<file path="src/rtl/wake_irq_pkg.sv">
package wake_irq_pkg;
  localparam int WORD_W = 8;
  localparam int PC_W   = 11;

  typedef struct packed {
    logic [PC_W-1:0]   pc;
    logic [WORD_W-1:0] w;
    logic [WORD_W-1:0] status;
    logic [WORD_W-1:0] ptr;
  } core_ctx_t;
endpackage

</file>
<file path="src/rtl/wake_edge_bank.sv">
module wake_edge_bank #(
  parameter int NPIN = 8
) (
  input  logic            clk,
  input  logic            rst_n,
  input  logic [NPIN-1:0] pin_lvl,
  input  logic            en_we,
  input  logic [NPIN-1:0] en_wdata,
  input  logic            edge_we,
  input  logic [NPIN-1:0] edge_wdata,
  input  logic            pnd_we,
  input  logic [NPIN-1:0] pnd_wdata,
  output logic [NPIN-1:0] pnd_q,
  output logic            ext_req
);
  logic [NPIN-1:0] en_n_q, fall_sel_q, prev_q, hit;
  logic            armed_q;

  always_ff @(posedge clk or negedge rst_n) begin
    if (!rst_n) begin
      en_n_q     <= '1;
      fall_sel_q <= '1;
      prev_q     <= '0;
      armed_q    <= 1'b0;
    end else begin
      if (en_we)   en_n_q     <= en_wdata;
      if (edge_we) fall_sel_q <= edge_wdata;
      prev_q  <= pin_lvl;
      armed_q <= 1'b1;
    end
  end

  for (genvar i = 0; i < NPIN; i++) begin : g_pin
    logic rise, fall;
    assign rise   = pin_lvl[i] & ~prev_q[i];
    assign fall   = ~pin_lvl[i] & prev_q[i];
    assign hit[i] = armed_q & (fall_sel_q[i] ? fall : rise);

    // pending bit has no reset: software clears it before enabling
    always_ff @(posedge clk) begin
      if (hit[i])                      pnd_q[i] <= 1'b1;
      else if (pnd_we && !pnd_wdata[i]) pnd_q[i] <= 1'b0;
    end
  end

  assign ext_req = |(pnd_q & ~en_n_q);

  // a cleared bit stays clear unless an edge hit that cycle
  a_r4_clear: assert property (@(posedge clk) disable iff (!rst_n)
    pnd_we |=> ((pnd_q & ~$past(pnd_wdata) & ~$past(hit)) == '0));
  // a hit always leaves the bit set
  a_r2_hit_sets: assert property (@(posedge clk) disable iff (!rst_n)
    (hit != '0) |=> ((pnd_q & $past(hit)) == $past(hit)));
endmodule

</file>
<file path="src/rtl/wake_svc_fsm.sv">
module wake_svc_fsm (
  input  logic clk,
  input  logic rst_n,
  input  logic req,
  input  logic ack,
  input  logic ret,
  output logic in_svc,
  output logic take,
  output logic give
);
  always_comb begin
    take = ack & req & ~in_svc;
    give = ret & in_svc;
  end

  always_ff @(posedge clk or negedge rst_n) begin
    if (!rst_n)    in_svc <= 1'b0;
    else if (take) in_svc <= 1'b1;
    else if (give) in_svc <= 1'b0;
  end

  // service is entered on an accepted acknowledge
  a_r6_enter: assert property (@(posedge clk) disable iff (!rst_n)
    take |=> in_svc);
  // service ends on an accepted return
  a_r6_leave: assert property (@(posedge clk) disable iff (!rst_n)
    give |=> !in_svc);
endmodule

</file>
<file path="src/rtl/wake_shadow.sv">
module wake_shadow
  import wake_irq_pkg::*;
#(
  parameter logic [WORD_W-1:0] PAGE_MASK = 8'hE0
) (
  input  logic              clk,
  input  logic              rst_n,
  input  logic              take,
  input  logic              give,
  input  logic              ret_addw,
  input  core_ctx_t         live,
  output logic              stat_wr_valid,
  output logic [WORD_W-1:0] stat_wr_data,
  output logic              restore_valid,
  output core_ctx_t         saved,
  output logic              tmr_add_valid,
  output logic [WORD_W-1:0] tmr_add_val
);
  core_ctx_t sh_q;

  always_ff @(posedge clk or negedge rst_n) begin
    if (!rst_n) begin
      sh_q          <= '0;
      stat_wr_valid <= 1'b0;
      restore_valid <= 1'b0;
      tmr_add_valid <= 1'b0;
      tmr_add_val   <= '0;
    end else begin
      if (take) sh_q <= live;
      stat_wr_valid <= take;
      restore_valid <= give;
      tmr_add_valid <= give & ret_addw;
      if (give) tmr_add_val <= live.w;
    end
  end

  assign stat_wr_data = sh_q.status & ~PAGE_MASK;
  assign saved        = sh_q;

  // page bits are never handed back set
  a_r7_page_clear: assert property (@(posedge clk) disable iff (!rst_n)
    stat_wr_valid |-> ((stat_wr_data & PAGE_MASK) == '0));
  // timer add only accompanies a restore
  a_r9_add_with_restore: assert property (@(posedge clk) disable iff (!rst_n)
    tmr_add_valid |-> restore_valid);
endmodule

</file>
<file path="src/rtl/wake_irq_ctrl.sv">
module wake_irq_ctrl
  import wake_irq_pkg::*;
#(
  parameter int                NPIN      = 8,
  parameter logic [PC_W-1:0]   VEC_ADDR  = '0,
  parameter logic [WORD_W-1:0] PAGE_MASK = 8'hE0
) (
  input  logic              clk,
  input  logic              rst_n,
  input  logic [NPIN-1:0]   pin_lvl,
  input  logic              tmr_roll,
  input  logic              tmr_ie,
  input  logic              en_we,
  input  logic [NPIN-1:0]   en_wdata,
  input  logic              edge_we,
  input  logic [NPIN-1:0]   edge_wdata,
  input  logic              pnd_we,
  input  logic [NPIN-1:0]   pnd_wdata,
  input  logic              ack,
  input  logic              ret,
  input  logic              ret_addw,
  input  logic [PC_W-1:0]   cpu_pc,
  input  logic [WORD_W-1:0] cpu_w,
  input  logic [WORD_W-1:0] cpu_status,
  input  logic [WORD_W-1:0] cpu_ptr,
  output logic              irq,
  output logic [PC_W-1:0]   vec_addr,
  output logic [NPIN-1:0]   pnd_rd,
  output logic              stat_wr_valid,
  output logic [WORD_W-1:0] stat_wr_data,
  output logic              restore_valid,
  output logic [PC_W-1:0]   rst_pc,
  output logic [WORD_W-1:0] rst_w,
  output logic [WORD_W-1:0] rst_status,
  output logic [WORD_W-1:0] rst_ptr,
  output logic              tmr_add_valid,
  output logic [WORD_W-1:0] tmr_add_val
);
  logic      ext_req, any_req, in_svc, take, give;
  core_ctx_t live, saved;

  wake_edge_bank #(.NPIN(NPIN)) u_bank (
    .clk(clk), .rst_n(rst_n), .pin_lvl(pin_lvl),
    .en_we(en_we), .en_wdata(en_wdata),
    .edge_we(edge_we), .edge_wdata(edge_wdata),
    .pnd_we(pnd_we), .pnd_wdata(pnd_wdata),
    .pnd_q(pnd_rd), .ext_req(ext_req)
  );

  assign any_req = ext_req | (tmr_roll & tmr_ie);

  wake_svc_fsm u_svc (
    .clk(clk), .rst_n(rst_n), .req(any_req), .ack(ack), .ret(ret),
    .in_svc(in_svc), .take(take), .give(give)
  );

  assign live = '{pc: cpu_pc, w: cpu_w, status: cpu_status, ptr: cpu_ptr};

  wake_shadow #(.PAGE_MASK(PAGE_MASK)) u_shadow (
    .clk(clk), .rst_n(rst_n), .take(take), .give(give), .ret_addw(ret_addw),
    .live(live), .stat_wr_valid(stat_wr_valid), .stat_wr_data(stat_wr_data),
    .restore_valid(restore_valid), .saved(saved),
    .tmr_add_valid(tmr_add_valid), .tmr_add_val(tmr_add_val)
  );

  assign irq        = any_req & ~in_svc;
  assign vec_addr   = VEC_ADDR;
  assign rst_pc     = saved.pc;
  assign rst_w      = saved.w;
  assign rst_status = saved.status;
  assign rst_ptr    = saved.ptr;

  // an accepted acknowledge masks the request in the next cycle
  a_r6_mask: assert property (@(posedge clk) disable iff (!rst_n)
    (ack && irq) |=> !irq);
  // an accepted return yields a restore pulse
  a_r8_restore: assert property (@(posedge clk) disable iff (!rst_n)
    (ret && in_svc) |=> restore_valid);
  // a return outside service is ignored
  a_r11_stray_ret: assert property (@(posedge clk) disable iff (!rst_n)
    (ret && !in_svc) |=> !restore_valid);
  // an acknowledge without request is ignored
  a_r11_stray_ack: assert property (@(posedge clk) disable iff (!rst_n)
    (ack && !irq) |=> !stat_wr_valid);
endmodule

</file>
<file path="config.mk">
export PLATFORM = sky130hd
export DESIGN_NAME = wake_irq_ctrl
export DESIGN_NICKNAME = d
export VERILOG_FILES = /design/src/rtl/wake_irq_pkg.sv /design/src/rtl/wake_edge_bank.sv /design/src/rtl/wake_svc_fsm.sv /design/src/rtl/wake_shadow.sv /design/src/rtl/wake_irq_ctrl.sv
export SDC_FILE = /design/constraint.sdc
export NUM_CORES = 1
export LEC_CHECK = 0
export ABC_AREA = 1
export CELL_PAD_IN_SITES_DETAIL_PLACEMENT = 2
export CELL_PAD_IN_SITES_GLOBAL_PLACEMENT = 2
export CORE_ASPECT_RATIO = 0.7
export CORE_MARGIN = 5
export CORE_UTILIZATION = 25
export DETAILED_ROUTE_END_ITERATION = 8
export PLACE_DENSITY = 0.93
export SYNTH_ARGS = -nofsm -noshare
export SYNTH_HDL_FRONTEND = slang
export SYNTH_HIERARCHICAL = 1
export SYNTH_SLANG_ARGS = --single-unit
</file>
<file path="constraint.sdc">
create_clock -name clk -period 4.4 [get_ports clk]
set_input_delay 0.44 -clock clk [delete_from_list [all_inputs] [get_ports clk]]
set_output_delay 0.44 -clock clk [all_outputs]
set_load 0.03 [all_outputs]
</file>
== Word level (Yosys, flattened, before mapping) ==
Index checks and enable logic that the tools add are counted.
Widths: inputs -> output; s select.

* Muxes and demuxes: 10
* Bitwise gates (word level): 50
* Reductions and logical operators: 18

{| class="wikitable"
|+ Operator list
! operator !! count
|-
| $and 1x1->1 || 30
|-
| $not 1->1 || 17
|-
| $mux 1 || 10
|-
| $and 8x8->8 || 1
|-
| $logic_and 1x1->1 || 8
|-
| $logic_not 1->1 || 8
|-
| $not 8->8 || 1
|-
| $reduce_or 8->1 || 1
|-
| $reduce_bool 2->1 || 1
|-
| $or 1x1->1 || 1
|}

* Flip-flop bits (word level): 80
* Input bits: 77
* Word-level logic and storage cells: 99

== Logic depth before layout (Yosys ltp) ==
Gate-level depths: netlist of run 1.

* Depth after elaboration: 7
* Mapped depth: 14
* Gate-level depth less buffers: 12

== By module ==
Netlist of run 1, hierarchy kept.

{| class="wikitable"
|+ Modules (own cells, without submodules)
! module !! times used !! cells an instance !! area each (um2) !! sequential area each (um2)
|-
| wake_shadow || 1 || 196 || 1834.3 || 1151.1
|-
| wake_edge_bank || 1 || 173 || 1387.6 || 805.8
|-
| wake_irq_ctrl || 1 || 16 || 106.4 || 0.0
|-
| wake_svc_fsm || 1 || 9 || 63.8 || 25.0
|}

== Worst setup path before layout of run 1 ==
No wires, ideal clock.

* Path type: reg-to-output
* From: reg u_bank.pnd_q[3]
* To: out irq
* Arrival time: 1.100 ns
* Data required time: 3.960 ns
* Slack: 2.860 ns
* Stages on the path, launching flop included: 7
* Path buffers: 0
* Cells stage by stage: dfxtp_1 -> nand2_1 -> nand2_1 -> nor2_1 -> nand2_1 -> inv_1 -> a21oi_2

* Longest elaborated chain between the ends: 4

{| class="wikitable"
|+ RTL lines
! item !! line !! text
|-
| start, declared || wake_edge_bank.sv:13 || <nowiki>output logic [NPIN-1:0] pnd_q,</nowiki>
|-
| start signal, assigned by index || wake_edge_bank.sv:41 || <nowiki>if (hit[i]) pnd_q[i] <= 1'b1;</nowiki>
|-
| start signal, assigned by index || wake_edge_bank.sv:42 || <nowiki>else if (pnd_we && !pnd_wdata[i]) pnd_q[i] <= 1'b0;</nowiki>
|-
| $and 8x8->8 || wake_edge_bank.sv:46 || <nowiki>assign ext_req = |(pnd_q & ~en_n_q);</nowiki>
|-
| $reduce_or 8->1 || wake_edge_bank.sv:46 ||
|-
| via ext_req || wake_irq_ctrl.sv:39 || <nowiki>logic ext_req, any_req, in_svc, take, give;</nowiki>
|-
| $or 1x1->1 || wake_irq_ctrl.sv:50 || <nowiki>assign any_req = ext_req | (tmr_roll & tmr_ie);</nowiki>
|-
| $and 1x1->1 || wake_irq_ctrl.sv:66 || <nowiki>assign irq = any_req & ~in_svc;</nowiki>
|-
| end, declared || wake_irq_ctrl.sv:26 || <nowiki>output logic irq,</nowiki>
|}

The timed path passes the listed nets, and every way through them passes these cells.

== Final worst setup path of run 1 ==
* From: reg u_bank.en_n_q[6]
* To: out irq

* Longest elaborated chain between the ends: 5

{| class="wikitable"
|+ RTL lines
! item !! line !! text
|-
| start, declared || wake_edge_bank.sv:16 || <nowiki>logic [NPIN-1:0] en_n_q, fall_sel_q, prev_q, hit;</nowiki>
|-
| start signal, assigned || wake_edge_bank.sv:26 || <nowiki>if (en_we) en_n_q <= en_wdata;</nowiki>
|-
| $not 8->8 || wake_edge_bank.sv:46 ||
|-
| $and 8x8->8 || wake_edge_bank.sv:46 ||
|-
| $reduce_or 8->1 || wake_edge_bank.sv:46 ||
|-
| via ext_req || wake_irq_ctrl.sv:39 ||
|-
| $or 1x1->1 || wake_irq_ctrl.sv:50 ||
|-
| $and 1x1->1 || wake_irq_ctrl.sv:66 ||
|}

The timed path passes the listed nets, and every way through them passes these cells.

==> impl_metrics.tcl, run 1 <==
set metrics [dict create \
    ys_ff_latch 80 \
    yosysWarnings 6 \
    reg2reg_slack_ps 2260 \
    relSlewSlack_pct 38.3 \
    finalMaxSlewViolations 0 \
    rsz0062_at_grt "no" \
    nets 601 \
    die_x_um 149 \
    postRouteWirelength_um 11200 \
    rows 35 \
    drt_iter0_markers 59 \
    grt_max_degree 73 \
    synth_cell_types 18 \
    p_leak_nw 2.47 \
    routed_via_density 4.10 \
    grt.total_usage_pct 14.1 \
    yosys.area.top_type "dfrtp_1" \
    cts_tree "yes" \
    cts.path.max_buffers 2 \
    htreeDepth 3 \
    clkLatencyLatePin_ps 330 \
    fin_area_sq_mm 0.00505 \
    ctsHoldBuffers 0 \
    fmax_ghz 0.400 \
    reg2regPathDepth 12 \
    seq_area_sq_mm 0.00198 \
    synth_edf_count 0 \
    max-vdd-ir-drop_uv 187 \
    fin_crit_ps 2500 \
    cts-root-buf "clkbuf_16" \
    timing.final.crit_share_pct 56.8 \
    gp_congestion 0.758 \
    io_buffers 136 \
    postRouteAntennaNets 0 \
    r2r_end "u_shadow/saved[26]$_DFFE_PN0P_" \
    synth_cells 394 \
    r2r-start "u_bank/en_n_q[6]$_DFFE_PN1P_" \
    synthArstFlopShare_pct 90.0 \
    outcome "completed" \
    finalHoldViolCount 0 \
    hold-worst-slack_ps 250 \
    cts_buffers 9 \
    synth.area.top_cells "dfrtp_1 (41%), nand2_1 (21%), dfstp_2 (12%), buf_4 (4.9%), dfxtp_1 (4.7%)" \
    die_height_um 107 \
    yosysSeqAreaShare_pct 58.4 \
    critical_path_arrival_ps 2060 \
    core_sq_mm 0.0132 \
    end_kind "primary output" \
    start_util_pct 25.6 \
    finalSetupViolCount 0 \
    worstMarginPinSlew_ps 925 \
    hpwlAfterDp_um 8850 \
    dr.pass1.iters 4 \
    cp-startpoint "u_bank/en_n_q[6]$_DFFE_PN1P_" \
    cts.clk_slew.worst_paths_ps 60 \
    avgRoutedWirePerCell_um 15.7 \
    cts.repair.resized 0 \
    cp_max_fo 2 \
    antenna_found_initial 0 \
    cts_sinks 80 \
    endpoint "irq" \
    post_cts_buffers 0 \
    io_pins 151 \
    cp-start-kind "flip-flop" \
    placed_area_sq_mm 0.00478 \
    synth_top_area_share_pct 41.3 \
    drv_cap 0 \
    yosysMostFrequentCell "nand2_1" \
    drive_gt1_share_pct 8.88 \
    cp_data_required_time_ps 3960 \
    drc 0 \
    dieArea_sq_mm 0.0160 \
    skew_ps 5.92 \
    ys.flop_type "dfrtp_1" \
    avgSynthCellArea_sq_um 8.61 \
    holdCritPathClass "in -> async" \
    multi_input_area_sq_mm 0.00104 \
    num_vias 2925 \
    grt_remaining_overflow 0 \
    syn_area_sq_mm 0.00339 \
    netlist_top_cells_count "nand2_1 (193), dfrtp_1 (56), inv_1 (40)" \
    power_density_mw_per_mm2 530 \
    grt_pass1_wl_um 17600 \
    first_global_vias 3439 \
    tns_ps 0 \
    critPathKind "reg -> out" \
    syn_to_final_growth_pct 48.9 \
    fillers 1507 \
    n_antenna_cell 0 \
]
-- worst min-delay path by stage --
| stage | endpoint |
|---|---|
| 2_1_floorplan | u_bank/armed_q$_DFF_PN0_ |
| 3_3_place_gp | u_shadow/tmr_add_val[2]$_DFFE_PN0P_ |
| 3_5_place_dp | u_shadow/saved[15]$_DFFE_PN0P_ |
| 4_1_cts | u_bank/prev_q[2]$_DFF_PN0_ |
| 5_1_grt | u_bank/prev_q[3]$_DFF_PN0_ |
| 6_report | u_bank/prev_q[2]$_DFF_PN0_ |
-- sequential cells by signal, summed over array words and instances (netlist names) --
name and flops:
u_bank/armed_q 1, u_bank/en_n_q 8, u_bank/fall_sel_q 8, u_bank/pnd_q 8, u_bank/prev_q 8, u_shadow/restore_valid 1, u_shadow/saved 35, u_shadow/stat_wr_valid 1
u_shadow/tmr_add_val 8, u_shadow/tmr_add_valid 1, u_svc/in_svc 1
-- final cells by class --
type | count | area share [%]
clock buffers | 11 | 4.80
clock inverters | 5 | 0.644
inverters | 41 | 3.19
multi-input cells | 255 | 20.5
flip-flops and latches | 80 | 39.2
well taps | 185 | 4.58
repair buffers | 137 | 27.0
-- cells by family (layout without fill, tap and decap cells) --
| group | Yosys count | after routing | share of synthesized area [%] |
|---|---|---|---|
| simple gates | 215 | 215 | 25.1 |
| compound gates | 25 | 25 | 3.80 |
| other cells | 3 | 15 | 0.332 |
| flops | 80 | 80 | 58.4 |
| buf+inv | 71 | 194 | 12.4 |
-- metal layers --
metal	vias to the layer above	routed length (um)	share of wire [%]	global-route usage (%)
met5	-	0	0	0
met2	86	5800	52	25.7
li1	1395	-	-	-
met3	14	747	6.7	4.92
met1	1430	4520	40	15.6
met4	0	152	1.4	3.98
-- worst max-delay path, stage by stage, from the launching register on --
cell and delay (ps):
dfstp_2 510, inv_1 50, nand2_1 80, nand2_1 50, nor2_1 180, nand2_1 80, inv_1 100, a21oi_2 70
clkdlybuf4s50_1 610
-- per-stage QoR --
| stage | std cells | setup WS (ps) | power [mW] | utilization, % |
|---|---|---|---|---|
| after detailed placement | 698 | 2050 | 2.02 | 36.1 |
| after global routing | 714 | 1830 | 2.83 | 38.2 |
| after CTS | 714 | 1890 | 2.73 | 38.2 |
| after global placement | 698 | 2140 | 1.97 | 36.1 |
| final | 714 | 1900 | 2.68 | 38.2 |
| after floorplan | 406 | 2860 | 1.56 | - |
-- cell usage in the layout (no fill, tap or decap) --
cell             instances
nand2_2                 11
conb_1                  15
clkbuf_16                9
inv_1                   40
o21ai_0                 23
clkinv_2                 2
a21oi_2                  1
clkinvlp_4               3
dfstp_2                 16
clkdlybuf4s50_1        135
inv_8                    1
nand2_1                193
o21ai_1                  1
clkbuf_8                 1
dfrtp_1                 56
nand3_1                  8
buf_4                    2
nor2_1                   2
dfxtp_1                  8
clkbuf_1                 1
nand3_2                  1
-- report_power, final --
group	switching, mW	internal, mW	total [mW]
logic	0.591	0.391	0.982
registers	0.108	0.901	1.01
clock network	0.292	0.396	0.688
Note: power is estimated with default switching activity, not from simulation.
==> run 2, diff against run 1 <==
--- a/config.mk
+++ b/config.mk
@@ -10,9 +10,9 @@
 export CELL_PAD_IN_SITES_GLOBAL_PLACEMENT = 2
 export CORE_ASPECT_RATIO = 0.7
 export CORE_MARGIN = 5
-export CORE_UTILIZATION = 25
+export CORE_UTILIZATION = 21
 export DETAILED_ROUTE_END_ITERATION = 8
-export PLACE_DENSITY = 0.93
+export PLACE_DENSITY = 0.84
 export SYNTH_ARGS = -nofsm -noshare
 export SYNTH_HDL_FRONTEND = slang
 export SYNTH_HIERARCHICAL = 1
==> constraint.sdc (replaced) <==
create_clock -name clk -period 2.2 [get_ports clk]
set_input_delay 0.22 -clock clk [delete_from_list [all_inputs] [get_ports clk]]
set_output_delay 0.22 -clock clk [all_outputs]
set_load 0.03 [all_outputs]
==> run 2 against run 1 <==
Effect of this change:
- sequential share of layout area down 0.67 points
- non-clock buffer count up 3
- core utilization down 5.4 points
- flip-flop and latch count unchanged
- clock skew up 0.63 ps
- cell count up 2.5%
- critical endpoint unchanged
==> impl_metrics.tcl, run 2 (synthesis gave the netlist of run 1 again) <==
set metrics [dict create \
    outcome "completed" \
    holdCritPathClass "in -> async" \
    p_int_mw 3.59 \
    critical_path_arrival_ps 1570 \
    postRouteAntennaNets 0 \
    drc 0 \
    grt_pass1_wl_um 18000 \
    cts_tree "yes" \
    p_seq_share_pct 35.8 \
    syn_to_final_growth_pct 51.5 \
    nets 604 \
    p_leak_nw 2.52 \
    skew_ps 6.54 \
    critPathKind "reg -> out" \
    cts.path.max_buffers 2 \
    cts.repair.resized 0 \
    hold-worst-slack_ps 36.9 \
    antenna_found_initial 0 \
    p_sw_mw 2.02 \
    grt_max_degree 73 \
    cts_sinks 80 \
    num_vias 2919 \
    worstMarginPinSlew_ps 949 \
    finalMaxSlewViolations 0 \
    power_density_mw_per_mm2 1090 \
    fin_area_sq_mm 0.00514 \
    end_kind "primary output" \
    cts_buffers 9 \
    rsz0062_at_grt "no" \
    hpwlAfterDp_um 8850 \
    postRouteWirelength_um 11300 \
    swShare_pct 35.9 \
    finalHoldViolCount 0 \
    drv_cap 0 \
    htreeDepth 3 \
    cp-start-kind "flip-flop" \
    power_frac_comb_pct 35.3 \
    first_global_vias 3406 \
    dieArea_sq_mm 0.0188 \
    mostFrequentLayoutCells "nand2_1 (193), clkdlybuf4s50_1 (134), dfrtp_1 (56), inv_1 (40), o21ai_0 (23)" \
    max-vdd-ir-drop_uv 374 \
    post_cts_buffers 0 \
    finalSetupViolCount 0 \
    die_x_um 162 \
    relSlewSlack_pct 36.7 \
    fmax_ghz 0.558 \
    grt.total_usage_pct 12.1 \
    drt_iter0_markers 82 \
    gp_congestion 0.751 \
    reg2regPathDepth 12 \
    cts-root-buf "clkbuf_16" \
    largest_reg_flops 35 \
    die_height_um 116 \
    layout_commonest_cell "nand2_1" \
    io_pins 151 \
    fin_crit_ps 1790 \
    avgRoutedWirePerCell_um 15.4 \
    grt_remaining_overflow 0 \
    drive_gt1_share_pct 9.40 \
    final_util_pct 32.8 \
    tns_ps 0 \
    finalPower_mw 5.61 \
    dr.pass1.iters 4 \
    clkLatencyLatePin_ps 330 \
    cp_data_required_time_ps 1980 \
    routed_via_density 3.99 \
    placed_area_sq_mm 0.00482 \
    rows 38 \
    ctsHoldBuffers 0 \
    core_sq_mm 0.0157 \
    clkPwrFrac_pct 28.9 \
    cp_max_fo 2 \
    n_antenna_cell 0 \
    start_util_pct 21.6 \
    cts.clk_slew.worst_paths_ps 60 \
    io_buffers 136 \
    timing.final.crit_share_pct 81.4 \
]
## run 2: cell types whose count changed in the layout (fill, tap and decap cells not counted)
cell / before / now
clkinv_2: 2 / 1
buf_4: 2 / 5
clkinvlp_4: 3 / 1
bufinv_16: 0 / 2
clkdlybuf4s50_1: 135 / 134
inv_6: 0 / 2
clkbuf_8: 1 / 0
dlymetal6s2s_1: 0 / 1
## run 2: stage by stage
step                setup WS, ps  cells
finish                       409    732
global route                 217    732
CTS                         11.4    732
detailed placement           363    716
global placement             369    716
floorplan                    675    406
## run 2: power groups by stage
stage	clock, mW	combinational (mW)	sequential, mW
after floorplan	0	0.582	2.54
after global placement	0	1.95	2.02
after detailed placement	0	2.01	2.04
after CTS	1.70	2.02	2.02
after global routing	1.77	2.13	2.06
final	1.62	1.98	2.01
## run 2: final timing paths
check,startpoint,end,slack [ps]
setup / recovery,u_bank/en_n_q[3]$_DFFE_PN1P_,irq,410
hold / removal,rst_n,u_bank/prev_q[2]$_DFF_PN0_,40
setup reg to reg,u_bank/en_n_q[3]$_DFFE_PN1P_,u_shadow/saved[1]$_DFFE_PN0P_,420
hold reg to reg,u_shadow/saved[15]$_DFFE_PN0P_,u_shadow/saved[15]$_DFFE_PN0P_,480
max in group asynchronous,rst_n,u_shadow/saved[28]$_DFFE_PN0P_,1550
min in group clk,pin_lvl[5],u_bank/prev_q[5]$_DFF_PN0_,400
## run 2: layer usage
layer | GRT usage [%] | part of all wire, % | vias to the layer above
met1 | 15.2 | 46 | 1424
met5 | 0 | 0 | -
li1 | - | - | 1407
met4 | 3.21 | 0.97 | 0
met2 | 20.1 | 47 | 79
met3 | 4.27 | 6.5 | 9
## run 2: cell type report
type | count | area (sq um)
well taps | 200 | 250
clock buffers | 10 | 229
repair buffers | 140 | 1390
flip-flops and latches | 80 | 1980
multi-input cells | 255 | 1040
clock inverters | 6 | 90.1
fillers | 1754 | 10600
inverters | 41 | 161
## run 2: critical path, stage by stage (launching register included)
cell and delay, ps:
dfstp_2 510, inv_1 50, nand2_1 50, nand2_1 60, nor2_1 120, nand2_1 70, inv_1 80, a21oi_2 60
dlymetal6s2s_1 240
==> run 3, diff against run 2 <==
==> constraint.sdc (replaced) <==
create_clock -name clk -period 1.6 [get_ports clk]
set_input_delay 0.16 -clock clk [delete_from_list [all_inputs] [get_ports clk]]
set_output_delay 0.16 -clock clk [all_outputs]
set_load 0.03 [all_outputs]
==> run 3 against run 2 <==
Effect of this change:
- the flow now finishes with violations (setup timing)
- global-route usage grew 1.6 points
- worst hold slack gained 230 ps
- register-to-register slack lost 570 ps
- via count grew 3.8%
- clock power grew 20%
- combinational power grew 56%
==> impl_metrics.tcl, run 3 (synthesis gave the netlist of run 1 again) <==
set metrics [dict create \
    outcome "complete, but fails checks" \
    violations "setup timing" \
    end_kind "flip-flop" \
    drc 0 \
    cp_cell_sequence "inv_2 > nand2_2 > nand2_2 > nor2_2 > nand2_1 > inv_2 > nand2_2 > nand3_4 > clkinvlp_4 > buf_12 > buf_16 > nand2_2 > nand2_1" \
    max-vdd-ir-drop_uv 460 \
    cts.clk_slew.worst_paths_ps 60 \
    cts.path.max_buffers 2 \
    p_leak_nw 2.95 \
    p_int_mw 4.78 \
    worstMarginPinSlew_ps 501 \
    critical_path_arrival_ps 1980 \
    finalHoldViolCount 0 \
    reg2regPathDepth 13 \
    start_util_pct 21.6 \
    finalSetupViolCount 37 \
    cts_tree "yes" \
    cp_max_fo 7 \
    drv_cap 0 \
    grt_remaining_overflow 0 \
    holdCritPathClass "in -> async" \
    postRouteWirelength_um 12600 \
    fmax_ghz 0.571 \
    first_global_vias 3495 \
    r2r-start "u_bank/en_n_q[4]$_DFFE_PN1P_" \
    avgRoutedWirePerCell_um 16.9 \
    r2r_end "u_shadow/saved[15]$_DFFE_PN0P_" \
    grt_max_degree 37 \
    drt_iter0_markers 137 \
    layout_commonest_cell "nand2_1" \
    clkLatencyLatePin_ps 340 \
    cts-root-buf "clkbuf_16" \
    relSlewSlack_pct 66.5 \
    timing.final.crit_share_pct 110 \
    largest_reg_flops 35 \
    die_x_um 162 \
    hold-worst-slack_ps 262 \
    postRouteAntennaNets 0 \
    routed_via_density 4.05 \
    rows 38 \
    p_seq_share_pct 35.6 \
    cts_sinks 80 \
    dieArea_sq_mm 0.0188 \
    io_pins 151 \
    fin_crit_ps 1750 \
    die_height_um 116 \
    tns_ps -4730 \
    antenna_found_initial 0 \
    grt.total_usage_pct 13.8 \
    syn_to_final_growth_pct 66.8 \
    power_frac_comb_pct 39.5 \
    cts_buffers 9 \
    critical-path-slowest-cell "dfstp_2" \
    gp_congestion 0.751 \
    final_util_pct 36.1 \
    power_density_mw_per_mm2 1380 \
    swShare_pct 38.7 \
    p_sw_mw 3.01 \
    io_buffers 136 \
    fin_ws_ps -152 \
    grt_pass1_wl_um 20000 \
    clkPwrFrac_pct 24.9 \
    reg2reg_slack_ps -150 \
    rsz0062_at_grt "yes" \
    finalMaxSlewViolations 0 \
    cp_data_required_time_ps 1830 \
    nets 619 \
    worst_path_most_repeated_cell "nand2_2" \
    fin_area_sq_mm 0.00566 \
    skew_ps 11.1 \
    htreeDepth 3 \
    mostFrequentLayoutCells "nand2_1 (130), clkdlybuf4s50_1 (103), dfrtp_1 (56), nand2_2 (55), inv_1 (30)" \
    num_vias 3029 \
    max_stage_delay_ps 540 \
    core_sq_mm 0.0157 \
    critPathKind "reg -> reg" \
    dr.pass1.iters 3 \
    hpwlAfterDp_um 9220 \
    cp-start-kind "flip-flop" \
    n_antenna_cell 0 \
    drive_gt1_share_pct 25.8 \
    preCtsSetupSlack_ps -159 \
    placed_area_sq_mm 0.00489 \
]
[run 3: changes by cell type in the layout (fill, tap and decap cells not counted), moves of 4 or more]
cell	previous run	this run
clkinv_4	0	4
buf_4	5	9
inv_1	40	30
dlymetal6s2s_1	1	15
inv_2	0	9
dlygate4sd2_1	0	16
buf_16	0	5
clkdlybuf4s50_1	134	103
nand2_1	193	130
nand2_4	0	19
nand2_2	11	55
[run 3: final cells by class]
class	instances	area, sq um
clock buffers	9	225
repair buffers	154	1650
repair inverters	1	16.3
well taps	200	250
clock inverters	7	56.3
multi-input cells	255	1300
flip-flops and latches	80	1980
inverters	41	174
fillers	1763	10000
[run 3: power groups by stage]
stage	logic [mW]	clock network [mW]	registers, mW
after global placement	2.72	0	2.79
after detailed placement	2.80	0	2.81
final	3.08	1.94	2.77
after floorplan	0.800	0	3.49
after CTS	3.02	2.03	2.79
after global routing	3.28	2.10	2.84
[run 3: worst max-delay path: cells and delay by family (launching register included)]
kind	cells	cell delay, ps
buffers and inverters	5	570
DFF	1	540
and+or+nand+nor	8	530
[run 3: stage by stage]
step                power, mW  std cells
global route             8.22        747
CTS                      7.84        746
detailed placement       5.62        722
global placement         5.50        722
finish                   7.79        747
floorplan                4.29        406
[run 3: layer usage]
layer	GRT usage, %	routed length, um	vias up
li1	-	-	1442
met1	16.9	5410	1495
met2	23.2	6250	83
met3	5.01	855	9
met4	3.72	101	0
met5	0	0	-
[run 3: how the worst max path moves through the flow]
| stage | startpoint | to | slack (ps) | cells past startpoint |
|---|---|---|---|---|
| global route | u_bank/en_n_q[7]$_DFFE_PN1P_ | u_shadow/saved[2]$_DFFE_PN0P_ | -260 | 13 |
| floorplan | u_bank/pnd_q[3]$_SDFFE_PP1P_ | u_shadow/saved[0]$_DFFE_PN0P_ | 70 | 13 |
| detailed placement | u_bank/en_n_q[6]$_DFFE_PN1P_ | u_shadow/saved[10]$_DFFE_PN0P_ | -160 | 12 |
| global placement | u_bank/en_n_q[3]$_DFFE_PN1P_ | u_shadow/saved[18]$_DFFE_PN0P_ | -10 | 12 |
| finish | u_bank/en_n_q[4]$_DFFE_PN1P_ | u_shadow/saved[15]$_DFFE_PN0P_ | -150 | 13 |
| CTS | u_bank/en_n_q[1]$_DFFE_PN1P_ | u_shadow/saved[15]$_DFFE_PN0P_ | -150 | 13 |
[run 3: timing repair]
| action | in CTS | in global routing |
|---|---|---|
| endpoints found under the setup margin | 49 | 54 |
| setup buffers | 2 | 1 |
| gates cloned | 5 | 0 |
| hold buffers | 1 | 0 |
| pin swaps | 33 | 12 |
| endpoints found under the hold margin | 14 | 0 |
| gates resized for setup | 82 | 57 |
